--- config.mk ---
export PLATFORM = sky130hd
export DESIGN_NAME = usb_attach_ctrl
export DESIGN_NICKNAME = d
export VERILOG_FILES = /design/src/rtl/usb_attach_pkg.sv /design/src/rtl/usb_link_fsm.sv /design/src/rtl/usb_attach_regs.sv /design/src/rtl/usb_fifo_flush.sv /design/src/rtl/usb_attach_ctrl.sv
export SDC_FILE = /design/constraint.sdc
export NUM_CORES = 1
export LEC_CHECK = 0
export BUFFER_PORTS_ARGS = -buffer_cell sky130_fd_sc_hd__buf_4
export CORE_MARGIN = 2
export CORE_UTILIZATION = 48
export CTS_CLUSTER_SIZE = 10
export DETAILED_ROUTE_END_ITERATION = 6
export PLACE_DENSITY = 0.75
export SYNTH_ARGS = -nofsm -noshare
export SYNTH_HDL_FRONTEND = slang
export SYNTH_HIERARCHICAL = 1
export SYNTH_SLANG_ARGS = --single-unit
--- constraint.sdc ---
create_clock -name clk -period 1.8 [get_ports clk]
set_input_delay 0.36 -clock clk [delete_from_list [all_inputs] [get_ports clk]]
set_output_delay 0.36 -clock clk [all_outputs]
set_load 0.05 [all_outputs]
--- src/rtl/usb_attach_pkg.sv ---
package usb_attach_pkg;

    typedef enum logic [2:0] {
        ST_DETACHED   = 3'd0,
        ST_WAIT_RESET = 3'd1,
        ST_IN_RESET   = 3'd2,
        ST_ACTIVE     = 3'd3,
        ST_SESS_END   = 3'd4
    } link_state_t;

    localparam logic [2:0] A_CTRL   = 3'd0;
    localparam logic [2:0] A_FADDR  = 3'd1;
    localparam logic [2:0] A_EPIDX  = 3'd2;
    localparam logic [2:0] A_BUSIE  = 3'd3;
    localparam logic [2:0] A_BUSSTS = 3'd4;
    localparam logic [2:0] A_EPIE   = 3'd5;
    localparam logic [2:0] A_EPHALT = 3'd6;

    localparam int FLAG_RESET = 0;
    localparam int FLAG_SESS  = 1;

endpackage

--- src/rtl/usb_link_fsm.sv ---
module usb_link_fsm
    import usb_attach_pkg::*;
#(
    parameter int RST_CYC  = 120,
    parameter int SESS_CYC = 1000
) (
    input  logic clk,
    input  logic rst_n,
    input  logic soft_conn,
    input  logic line_dp,
    input  logic line_dm,
    input  logic vbus_valid,
    output logic drv_oe,
    output logic bus_ready,
    output logic bus_reset_evt,
    output logic sess_end_evt
);
    localparam int CW = $clog2(SESS_CYC + 1);
    localparam logic [CW-1:0] RST_LAST  = CW'(RST_CYC - 1);
    localparam logic [CW-1:0] SESS_LAST = CW'(SESS_CYC - 1);

    link_state_t state_q, state_d;
    logic [CW-1:0] se0_cnt_q;
    logic se0;

    assign se0 = !line_dp && !line_dm;

    // Length of the current SE0 run, saturating at the session threshold
    always_ff @(posedge clk or negedge rst_n) begin
        if (!rst_n)
            se0_cnt_q <= '0;
        else if (!soft_conn || !se0)
            se0_cnt_q <= '0;
        else if (se0_cnt_q != SESS_LAST)
            se0_cnt_q <= se0_cnt_q + 1'b1;
    end

    always_ff @(posedge clk or negedge rst_n) begin
        if (!rst_n) state_q <= ST_DETACHED;
        else        state_q <= state_d;
    end

    always_comb begin
        state_d       = state_q;
        bus_reset_evt = 1'b0;
        sess_end_evt  = 1'b0;
        if (!soft_conn) begin
            state_d = ST_DETACHED;
        end else begin
            unique case (state_q)
                ST_DETACHED: state_d = ST_WAIT_RESET;
                ST_WAIT_RESET, ST_ACTIVE: begin
                    if (!vbus_valid) begin
                        sess_end_evt = 1'b1;
                        state_d      = ST_SESS_END;
                    end else if (se0 && se0_cnt_q == RST_LAST) begin
                        bus_reset_evt = 1'b1;
                        state_d       = ST_IN_RESET;
                    end
                end
                ST_IN_RESET: begin
                    if (!vbus_valid || (se0 && se0_cnt_q == SESS_LAST)) begin
                        sess_end_evt = 1'b1;
                        state_d      = ST_SESS_END;
                    end else if (!se0) begin
                        state_d = ST_ACTIVE;
                    end
                end
                ST_SESS_END: begin
                    if (vbus_valid && !se0) state_d = ST_WAIT_RESET;
                end
                default: state_d = ST_DETACHED;
            endcase
        end
    end

    always_comb begin
        drv_oe    = (state_q != ST_DETACHED);
        bus_ready = (state_q == ST_ACTIVE);
    end

    // while waiting for the first reset, nothing but a reset leaves the wait
    a_r3_wait_ignores: assert property (@(posedge clk) disable iff (!rst_n)
        (state_q == ST_WAIT_RESET && !bus_reset_evt) |=> (state_q != ST_ACTIVE));

    // a reset is only detected after SE0 was already present (needs RST_CYC >= 2)
    a_r4_se0_history: assert property (@(posedge clk) disable iff (!rst_n)
        bus_reset_evt |-> (se0 && $past(se0) && $past(soft_conn)));

    // a session end always lands in the session-end state
    a_r8_sess_state: assert property (@(posedge clk) disable iff (!rst_n)
        sess_end_evt |=> (state_q == ST_SESS_END || !$past(soft_conn)));

    initial begin
        a_r4_thresholds: assert (RST_CYC >= 2 && SESS_CYC > RST_CYC);
    end
endmodule

--- src/rtl/usb_attach_regs.sv ---
module usb_attach_regs
    import usb_attach_pkg::*;
#(
    parameter int NUM_EP = 4
) (
    input  logic              clk,
    input  logic              rst_n,
    input  logic              reg_wr,
    input  logic              reg_rd,
    input  logic [2:0]        reg_addr,
    input  logic [7:0]        reg_wdata,
    output logic [7:0]        reg_rdata,
    input  logic              bus_reset_evt,
    input  logic              sess_end_evt,
    output logic              soft_conn,
    output logic [6:0]        func_addr,
    output logic [3:0]        ep_index,
    output logic [NUM_EP-1:0] ep_irq_en,
    output logic [NUM_EP-1:0] ep_halt,
    output logic              irq
);
    logic [1:0] bus_ie_q, sts_q, sts_set;
    logic       wr_ctrl, wr_faddr, wr_epidx, wr_busie, wr_epie, wr_ephalt, rd_sts;
    logic       unused_wdata;

    assign unused_wdata = ^reg_wdata;

    assign wr_ctrl   = reg_wr && reg_addr == A_CTRL;
    assign wr_faddr  = reg_wr && reg_addr == A_FADDR;
    assign wr_epidx  = reg_wr && reg_addr == A_EPIDX;
    assign wr_busie  = reg_wr && reg_addr == A_BUSIE;
    assign wr_epie   = reg_wr && reg_addr == A_EPIE;
    assign wr_ephalt = reg_wr && reg_addr == A_EPHALT;
    assign rd_sts    = reg_rd && reg_addr == A_BUSSTS;

    always_comb begin
        sts_set             = '0;
        sts_set[FLAG_RESET] = bus_reset_evt;
        sts_set[FLAG_SESS]  = sess_end_evt;
    end

    // Soft-connect and bus interrupt enables survive a bus reset
    always_ff @(posedge clk or negedge rst_n) begin
        if (!rst_n) begin
            soft_conn <= 1'b0;
            bus_ie_q  <= '0;
        end else begin
            if (wr_ctrl)  soft_conn <= reg_wdata[0];
            if (wr_busie) bus_ie_q  <= reg_wdata[1:0];
        end
    end

    // Device state: a bus reset takes priority over a write
    always_ff @(posedge clk or negedge rst_n) begin
        if (!rst_n) begin
            func_addr <= '0;
            ep_index  <= '0;
        end else if (bus_reset_evt) begin
            func_addr <= '0;
            ep_index  <= '0;
        end else begin
            if (wr_faddr) func_addr <= reg_wdata[6:0];
            if (wr_epidx) ep_index  <= reg_wdata[3:0];
        end
    end

    for (genvar e = 0; e < NUM_EP; e++) begin : g_ep
        always_ff @(posedge clk or negedge rst_n) begin
            if (!rst_n) begin
                ep_irq_en[e] <= 1'b0;
                ep_halt[e]   <= 1'b0;
            end else if (bus_reset_evt) begin
                ep_irq_en[e] <= 1'b1;
                ep_halt[e]   <= 1'b0;
            end else begin
                if (wr_epie)   ep_irq_en[e] <= reg_wdata[e];
                if (wr_ephalt) ep_halt[e]   <= reg_wdata[e];
            end
        end
    end

    // Sticky flags: read clears, a same-cycle set wins
    always_ff @(posedge clk or negedge rst_n) begin
        if (!rst_n) sts_q <= '0;
        else        sts_q <= (rd_sts ? 2'b00 : sts_q) | sts_set;
    end

    assign irq = |(sts_q & bus_ie_q);

    always_comb begin
        unique case (reg_addr)
            A_CTRL:   reg_rdata = {7'd0, soft_conn};
            A_FADDR:  reg_rdata = {1'b0, func_addr};
            A_EPIDX:  reg_rdata = {4'd0, ep_index};
            A_BUSIE:  reg_rdata = {6'd0, bus_ie_q};
            A_BUSSTS: reg_rdata = {6'd0, sts_q};
            A_EPIE:   reg_rdata = 8'(ep_irq_en);
            A_EPHALT: reg_rdata = 8'(ep_halt);
            default:  reg_rdata = 8'd0;
        endcase
    end

    // reset clears device state whatever else happened that cycle
    a_r5_reset_clears: assert property (@(posedge clk) disable iff (!rst_n)
        bus_reset_evt |=> (func_addr == 7'd0 && ep_index == 4'd0 &&
                           ep_halt == '0 && ep_irq_en == '1));

    // reset flag is set even when a status read coincides
    a_r9_set_wins: assert property (@(posedge clk) disable iff (!rst_n)
        bus_reset_evt |=> sts_q[FLAG_RESET]);

    // session end sets its flag
    a_r8_sess_flag: assert property (@(posedge clk) disable iff (!rst_n)
        sess_end_evt |=> sts_q[FLAG_SESS]);

    // flags only rise through an event
    a_r9_sticky_source: assert property (@(posedge clk) disable iff (!rst_n)
        $rose(sts_q[FLAG_RESET]) |-> $past(bus_reset_evt));

    initial begin
        a_r5_ep_fit: assert (NUM_EP >= 1 && NUM_EP <= 8);
    end
endmodule

--- src/rtl/usb_fifo_flush.sv ---
module usb_fifo_flush #(
    parameter int NUM_EP = 4
) (
    input  logic              clk,
    input  logic              rst_n,
    input  logic              bus_reset_evt,
    output logic [NUM_EP-1:0] fifo_flush
);
    logic flush_q;

    always_ff @(posedge clk or negedge rst_n) begin
        if (!rst_n) flush_q <= 1'b0;
        else        flush_q <= bus_reset_evt;
    end

    for (genvar e = 0; e < NUM_EP; e++) begin : g_flush
        assign fifo_flush[e] = flush_q;
    end

    // a strobe follows every detection
    a_r6_flush_follows: assert property (@(posedge clk) disable iff (!rst_n)
        bus_reset_evt |=> fifo_flush[0]);

    // the strobe lasts one cycle (two detections cannot be adjacent)
    a_r6_one_cycle: assert property (@(posedge clk) disable iff (!rst_n)
        fifo_flush[0] |=> !fifo_flush[0]);
endmodule

--- src/rtl/usb_attach_ctrl.sv ---
module usb_attach_ctrl #(
    parameter int NUM_EP   = 4,
    parameter int RST_CYC  = 120,
    parameter int SESS_CYC = 1000
) (
    input  logic              clk,
    input  logic              rst_n,
    input  logic              reg_wr,
    input  logic              reg_rd,
    input  logic [2:0]        reg_addr,
    input  logic [7:0]        reg_wdata,
    output logic [7:0]        reg_rdata,
    input  logic              line_dp,
    input  logic              line_dm,
    input  logic              vbus_valid,
    output logic              drv_oe,
    output logic              bus_ready,
    output logic [6:0]        func_addr,
    output logic [3:0]        ep_index,
    output logic [NUM_EP-1:0] ep_irq_en,
    output logic [NUM_EP-1:0] ep_halt,
    output logic [NUM_EP-1:0] fifo_flush,
    output logic              irq
);
    logic soft_conn, bus_reset_evt, sess_end_evt;

    usb_attach_regs #(.NUM_EP(NUM_EP)) u_regs (
        .clk(clk), .rst_n(rst_n),
        .reg_wr(reg_wr), .reg_rd(reg_rd), .reg_addr(reg_addr),
        .reg_wdata(reg_wdata), .reg_rdata(reg_rdata),
        .bus_reset_evt(bus_reset_evt), .sess_end_evt(sess_end_evt),
        .soft_conn(soft_conn), .func_addr(func_addr), .ep_index(ep_index),
        .ep_irq_en(ep_irq_en), .ep_halt(ep_halt), .irq(irq)
    );

    usb_link_fsm #(.RST_CYC(RST_CYC), .SESS_CYC(SESS_CYC)) u_fsm (
        .clk(clk), .rst_n(rst_n), .soft_conn(soft_conn),
        .line_dp(line_dp), .line_dm(line_dm), .vbus_valid(vbus_valid),
        .drv_oe(drv_oe), .bus_ready(bus_ready),
        .bus_reset_evt(bus_reset_evt), .sess_end_evt(sess_end_evt)
    );

    usb_fifo_flush #(.NUM_EP(NUM_EP)) u_flush (
        .clk(clk), .rst_n(rst_n), .bus_reset_evt(bus_reset_evt),
        .fifo_flush(fifo_flush)
    );

    // with soft-connect low the drivers are off on the next edge
    a_r2_detach: assert property (@(posedge clk) disable iff (!rst_n)
        !soft_conn |=> !drv_oe);

    // no reset detection while detached
    a_r4_detached_quiet: assert property (@(posedge clk) disable iff (!rst_n)
        !soft_conn |=> !fifo_flush[0]);
endmodule

==> flow_summary.toml, run 1 <==
[run_status]
status = "finished clean"

[worst_setup_path]
startpoint = "u_regs/ep_index[0]"
crit_path_max_incr_delay_ns = 0.39
cpLargestDelayFamily = "compound AO/OA/AOI/OAI gates"
worstSetupEndpointType = "primary output"
cp_slowest_cell = "dfrtp_1"
r2r-start = "u_fsm/se0_cnt_q[1]"
worst-path-buf-inv = 1
crit_type = "reg -> out"
startpoint_type = "flip-flop"
path_cells = "mux2i_1 > o21ai_1 > a221o_1 > buf_6"
cp.arrival_ns = 1.39
path_max_fanout = 2
worstPathRequired_ns = 1.44

[synth]
ys_async_sr_fraction_pct = 100
synth_cell_types = 50
seq_area_frac_synth_pct = 45.5
synth-simple-area-share_pct = 23.6
syn_inst = 209
synth_compound_area_share_pct = 10.9
synth_warnings = 6
synth_area_um2 = 2090
muxShareOfSynthArea_pct = 9.65
synthXorXnorAreaFrac_pct = 2.94
synth_fa_ha_area_share_pct = 1.08
synth_nets = 228
synth_ff_type = "dfrtp_1"
synth_edf_count = 0
synth_top_family_by_area = "simple AND/OR/NAND/NOR gates"
synth.avg_cell_area_um2 = 9.99
synth.ff_latch_count = 38

[clocking]
cts_made_buffers = 5
cts_root_buffer = "clkbuf_8"
clk_pin_slew_ns = 0.07
clock_sinks = 38
htree_levels = 2
cts.hold.buffers_added = 0
clk_latency_ns = 0.28
clockBufferDepth = 2
cts_tree = "built"

[timing]
setup_violations = 0
rsz0062_at_grt = "yes"
tns_ns = 0
timing.final.crit_share_pct = 97.4
layout_min_cycle_time_ns = 1.75
fin_worst_skew_ns = 0.00718
fmax_ghz = 0.570
whs_ns = 0.0368
hold_viol = 0
drv_slew = 0

[die]
die_w_um = 70.0
ios = 52
die-area_um2 = 4890
die_h_um = 70.0
design.core.area_um2 = 4090
rows = 23
start_util_pct = 51.1

[placed_design]
dp_hpwl_mm = 3.22
portBuffers = 49
gp_congestion = 0.838

[global_routing]
first_global_vias = 1609
antenna_found_initial = 0
grt_max_degree = 39
grt-ovfl-total = 0
grt_pass1_wl_mm = 7.75
grtUsageTotal_pct = 19.7

[layout]
mostFrequentLayoutCells = "buf_4, dfrtp_1, nor2_1"
fill_cells = 356
fin_util_pct = 63.7
final_common_cell = "buf_4"
drive_above_1_share_pct = 30.9
nets = 275
syn_to_final_growth_pct = 24.6
antenna_cells = 0

[detailed_routing]
wl_per_cell_um = 15.3
drc = 0
num_vias = 1725
drt_iter0_markers = 110
viasPerCell = 5.64
ant_nets = 0
wl_mm = 4.68
firstDrtPassIters = 4

[worst_hold_path]
hp-class = "in -> async"

[power]
p_comb_share_pct = 37.1
seq_power_share_pct = 41.0
internal-power_w = 0.00161
p_clk_share_pct = 21.9
ir_drop_uv = 650
swShare_pct = 39.8
power_density_nw_per_um2 = 1030
power.net_switching_w = 0.00106
leakagePower_nw = 1.32

[run]
cap_violations = 0
repair_timing:
item,in CTS,in global routing
resized for setup,1,3
setup buffers,1,0
pin swaps,1,0
endpoints found under the setup margin,1,6
hold endpoints to repair,0,0
power groups by stage:
stage	clock [W]	sequential, W	combinational, W
after global routing	0.000640	0.00112	0.00105
after CTS	0.000600	0.00109	0.000998
after detailed placement	0	0.00111	0.000979
after floorplan	0	0.00140	0.000363
final	0.000587	0.00110	0.000994
after global placement	0	0.00111	0.000966
state kept, by name, summed over array words and instances, names as in the netlist:
name              count
u_regs/ep_irq_en      4
u_fsm/state_q         3
u_regs/bus_ie_q       2
u_regs/soft_conn      1
u_regs/func_addr      7
u_flush/flush_q       1
u_regs/ep_halt        4
u_regs/sts_q          2
u_regs/ep_index       4
u_fsm/se0_cnt_q      10
metal layers:
layer / part of all wire, % / wire (µm) / global-route usage (%) / vias up
met5: 0 / 0 / 0 / -
met4: 1.9 / 87 / 7.69 / 0
met3: 4.2 / 196 / 3.46 / 8
met2: 48 / 2250 / 30.2 / 47
met1: 46 / 2150 / 27.8 / 842
li1: - / - / - / 828
cell usage after synthesis, drive strengths merged, types with 4 or more instances:
| cell | count | area share (%) |
|---|---|---|
| clkbuf | 4 | 0.78 |
| a21oi | 4 | 0.96 |
| and3b | 5 | 2.1 |
| nor3 | 4 | 0.96 |
| mux2i | 19 | 9.1 |
| nand2 | 9 | 1.6 |
| o21ai | 6 | 1.6 |
| buf | 11 | 4.1 |
| a211o | 5 | 2.1 |
| and3 | 10 | 3.1 |
| dfrtp | 38 | 46 |
| inv | 7 | 1.3 |
| nand3 | 7 | 1.7 |
| nor2 | 35 | 6.3 |
| xor2 | 5 | 2.1 |
worst reg2reg max path, delay by kind of cell, from the launching register on:
kind	cells	cell delay [ns]
AO/OA/AOI/OAI	1	0.26
adder cells (fa/ha/maj)	1	0.18
flip-flops	1	0.43
multiplexers	1	0.14
AND/OR/NAND/NOR	3	0.60
cell type report:
cell class | instances | area [µm²] | share of cell area, %
multi-input cells | 149 | 1040 | 40.1
flip-flops and latches | 38 | 953 | 36.6
inverters | 7 | 26.3 | 1.01
repair buffers | 55 | 429 | 16.5
well taps | 50 | 62.6 | 2.40
clock buffers | 7 | 86.3 | 3.32
per-stage QoR:
stage	std cells	instance area (µm²)	total power, W	worst slack [ns]
finish	306	2600	0.00268	0.0459
global route	306	2600	0.00281	-0.0118
CTS	306	2590	0.00269	0.0153
detailed placement	298	2490	0.00209	0.00340
global placement	298	2490	0.00207	0.0535
floorplan	209	2120	0.00177	-0.0129
cells by family (layout without fill, tap and decap cells):
family          Yosys count  in the layout
flops                    38             38
xor+xnor                  7              7
buf+inv                  22             69
compound gates           31             31
mux                      20             20
fa+ha+maj                 2              2
simple gates             88             88
other cells               1              1
final timing paths:
check,to,slack (ns),cells after the start
max reg2reg,u_fsm/state_q[1],0.09,6
min reg2reg,u_regs/bus_ie_q[1],0.52,2
min,u_fsm/se0_cnt_q[0],0.04,1
max in group asynchronous,u_regs/func_addr[1],1.41,1
max,reg_rdata[0],0.05,4
min in group clk,u_fsm/state_q[2],0.29,2
(Power assumes the default switching activity.)
==> run 2: changes to the inputs <==
--- a/config.mk
+++ b/config.mk
@@ -8,8 +8,10 @@
 export BUFFER_PORTS_ARGS = -buffer_cell sky130_fd_sc_hd__buf_4
 export CORE_MARGIN = 2
 export CORE_UTILIZATION = 48
+export CTS_BUF_LIST = sky130_fd_sc_hd__clkbuf_8 sky130_fd_sc_hd__clkbuf_16
 export CTS_CLUSTER_SIZE = 10
 export DETAILED_ROUTE_END_ITERATION = 6
+export HOLD_SLACK_MARGIN = 0.05
 export PLACE_DENSITY = 0.75
 export SYNTH_ARGS = -nofsm -noshare
 export SYNTH_HDL_FRONTEND = slang
==> flow_summary.toml, run 2 (synthesis gave the netlist of run 1 again) <==
[detailed_routing]
wl_mm = 4.70
viasPerCell = 5.59
num_vias = 1716
drc = 0
drt_iter0_markers = 100
ant_nets = 0
firstDrtPassIters = 4
wl_per_cell_um = 15.3

[worst_setup_path]
r2r_setup_slack_ns = 0.08
reg2reg_to = "u_fsm/state_q[1]"
worst-path-buf-inv = 1
cpLargestDelayFamily = "compound AO/OA/AOI/OAI gates"
path_max_fanout = 2
r2r-start = "u_fsm/se0_cnt_q[1]"
cp.arrival_ns = 1.39
path_cells = "mux2i_1 > o21ai_1 > a221o_1 > buf_6"
startpoint = "u_regs/ep_index[0]"
worstSetupEndpointType = "primary output"
crit_type = "reg -> out"
crit_path_max_incr_delay_ns = 0.39
cp_slowest_cell = "dfrtp_1"
startpoint_type = "flip-flop"
rr_worst_depth = 6
worstPathRequired_ns = 1.44

[layout]
reg_top3 = "u_fsm/se0_cnt_q (10), u_regs/func_addr (7)"
fin_cells = 307
mostFrequentLayoutCells = "buf_4, dfrtp_1, nor2_1"
drive_above_1_share_pct = 30.7
largest-register = "u_fsm/se0_cnt_q"
largest_register_ffs = 10
antenna_cells = 0
stdcell_area_um2 = 2610
syn_to_final_growth_pct = 25.1
nets = 276
final_common_cell = "buf_4"

[die]
design.core.area_um2 = 4090
rows = 23
ios = 52
start_util_pct = 51.1
die_h_um = 70.0
die_w_um = 70.0
die-area_um2 = 4890

[clocking]
clock_sinks = 38
htree_levels = 2
cts_made_buffers = 5
cts_root_buffer = "clkbuf_8"
cts_tree = "built"
clk_pin_slew_ns = 0.07
clk_latency_ns = 0.28
clockBufferDepth = 2

[worst_hold_path]
hold_path_depth = 2
hp-class = "in -> reg"
whs_endpoint = "u_fsm/state_q[2]"
min_from = "vbus_valid"

[global_routing]
antenna_found_initial = 0
grt_pass1_wl_mm = 7.78
grt_max_degree = 39
grt-ovfl-total = 0
first_global_vias = 1617
grtUsageTotal_pct = 19.7

[placed_design]
dp_hpwl_mm = 3.22
portBuffers = 49
gp_congestion = 0.838
place_area_um2 = 2490
place_inst = 298

[timing]
fin_worst_skew_ns = 0.00651
fmax_ghz = 0.570
drv_slew = 0
layout_min_cycle_time_ns = 1.75
setup_violations = 0
timing.final.crit_share_pct = 97.4
hold_viol = 0
rsz0062_at_grt = "yes"

[power]
leakagePower_nw = 1.33
ir_drop_uv = 642
power_density_nw_per_um2 = 1020

[run_status]
status = "finished clean"

[run]
cap_violations = 0
## run 2: cell count changes in the layout (fill, tap and decap cells not counted)
cell and change:
clkbuf_1 -1, dlygate4sd3_1 +1, inv_1 +1
## run 2: power by group
part	switching (W)	internal [W]	leakage, nW
sequential	0.000117	0.000980	0.486
combinational	0.000666	0.000330	0.792
clock	0.000286	0.000298	0.0485
## run 2: layout make-up
type | count | area [µm²]
fill | 355 | 1470
multi-input combinational | 149 | 1040
sequential | 38 | 953
timing repair buffer | 56 | 439
clock buffer | 6 | 82.6
tap | 50 | 62.6
inverter | 7 | 26.3
clock inverter | 1 | 3.75
## run 2: worst max-delay path by stage
stage | end | cells after the start
floorplan | reg_rdata[1] | 2
global placement | u_regs/ep_index[3] | 7
detailed placement | u_regs/ep_halt[2] | 7
CTS | reg_rdata[0] | 4
global route | reg_rdata[0] | 4
finish | reg_rdata[0] | 4
## run 2: what timing repair did
item | in CTS | in global routing
endpoints found under the setup margin | 1 | 6
hold buffers | 1 | 0
hold endpoints to repair | 7 | 0
setup buffers | 1 | 0
pin swaps | 1 | 0
resized for setup | 1 | 3
## run 2: per-layer routing
| metal | global-route usage [%] | up-vias | part of all wire, % |
|---|---|---|---|
| met1 | 27.9 | 832 | 47 |
| li1 | - | 830 | - |
| met3 | 3.46 | 8 | 4.0 |
| met5 | 0 | - | 0 |
| met2 | 30.3 | 46 | 47 |
| met4 | 7.69 | 0 | 1.9 |
## run 2: per-stage QoR
step / setup slack (ns) / util (%) / setup TNS (ns) / hold WS [ns] / total power (W)
after CTS: 0.0153 / 63.6 / 0 / 0.278 / 0.00269
after detailed placement: 0.00340 / 61.0 / 0 / 0.356 / 0.00209
after floorplan: -0.0129 / - / -0.0129 / 0.0644 / 0.00177
after global placement: 0.0535 / 61.0 / 0 / 0.356 / 0.00207
after global routing: -0.0118 / 63.9 / -0.0126 / 0.287 / 0.00280
final: 0.0459 / 63.9 / 0 / 0.287 / 0.00268
## run 2: worst register-to-register path, stage by stage, from the launching register on
cell,delay [ns]
dfrtp_1,0.43
ha_4,0.19
and3b_1,0.18
and4bb_1,0.23
mux2i_1,0.14
and3b_1,0.19
a211o_1,0.26
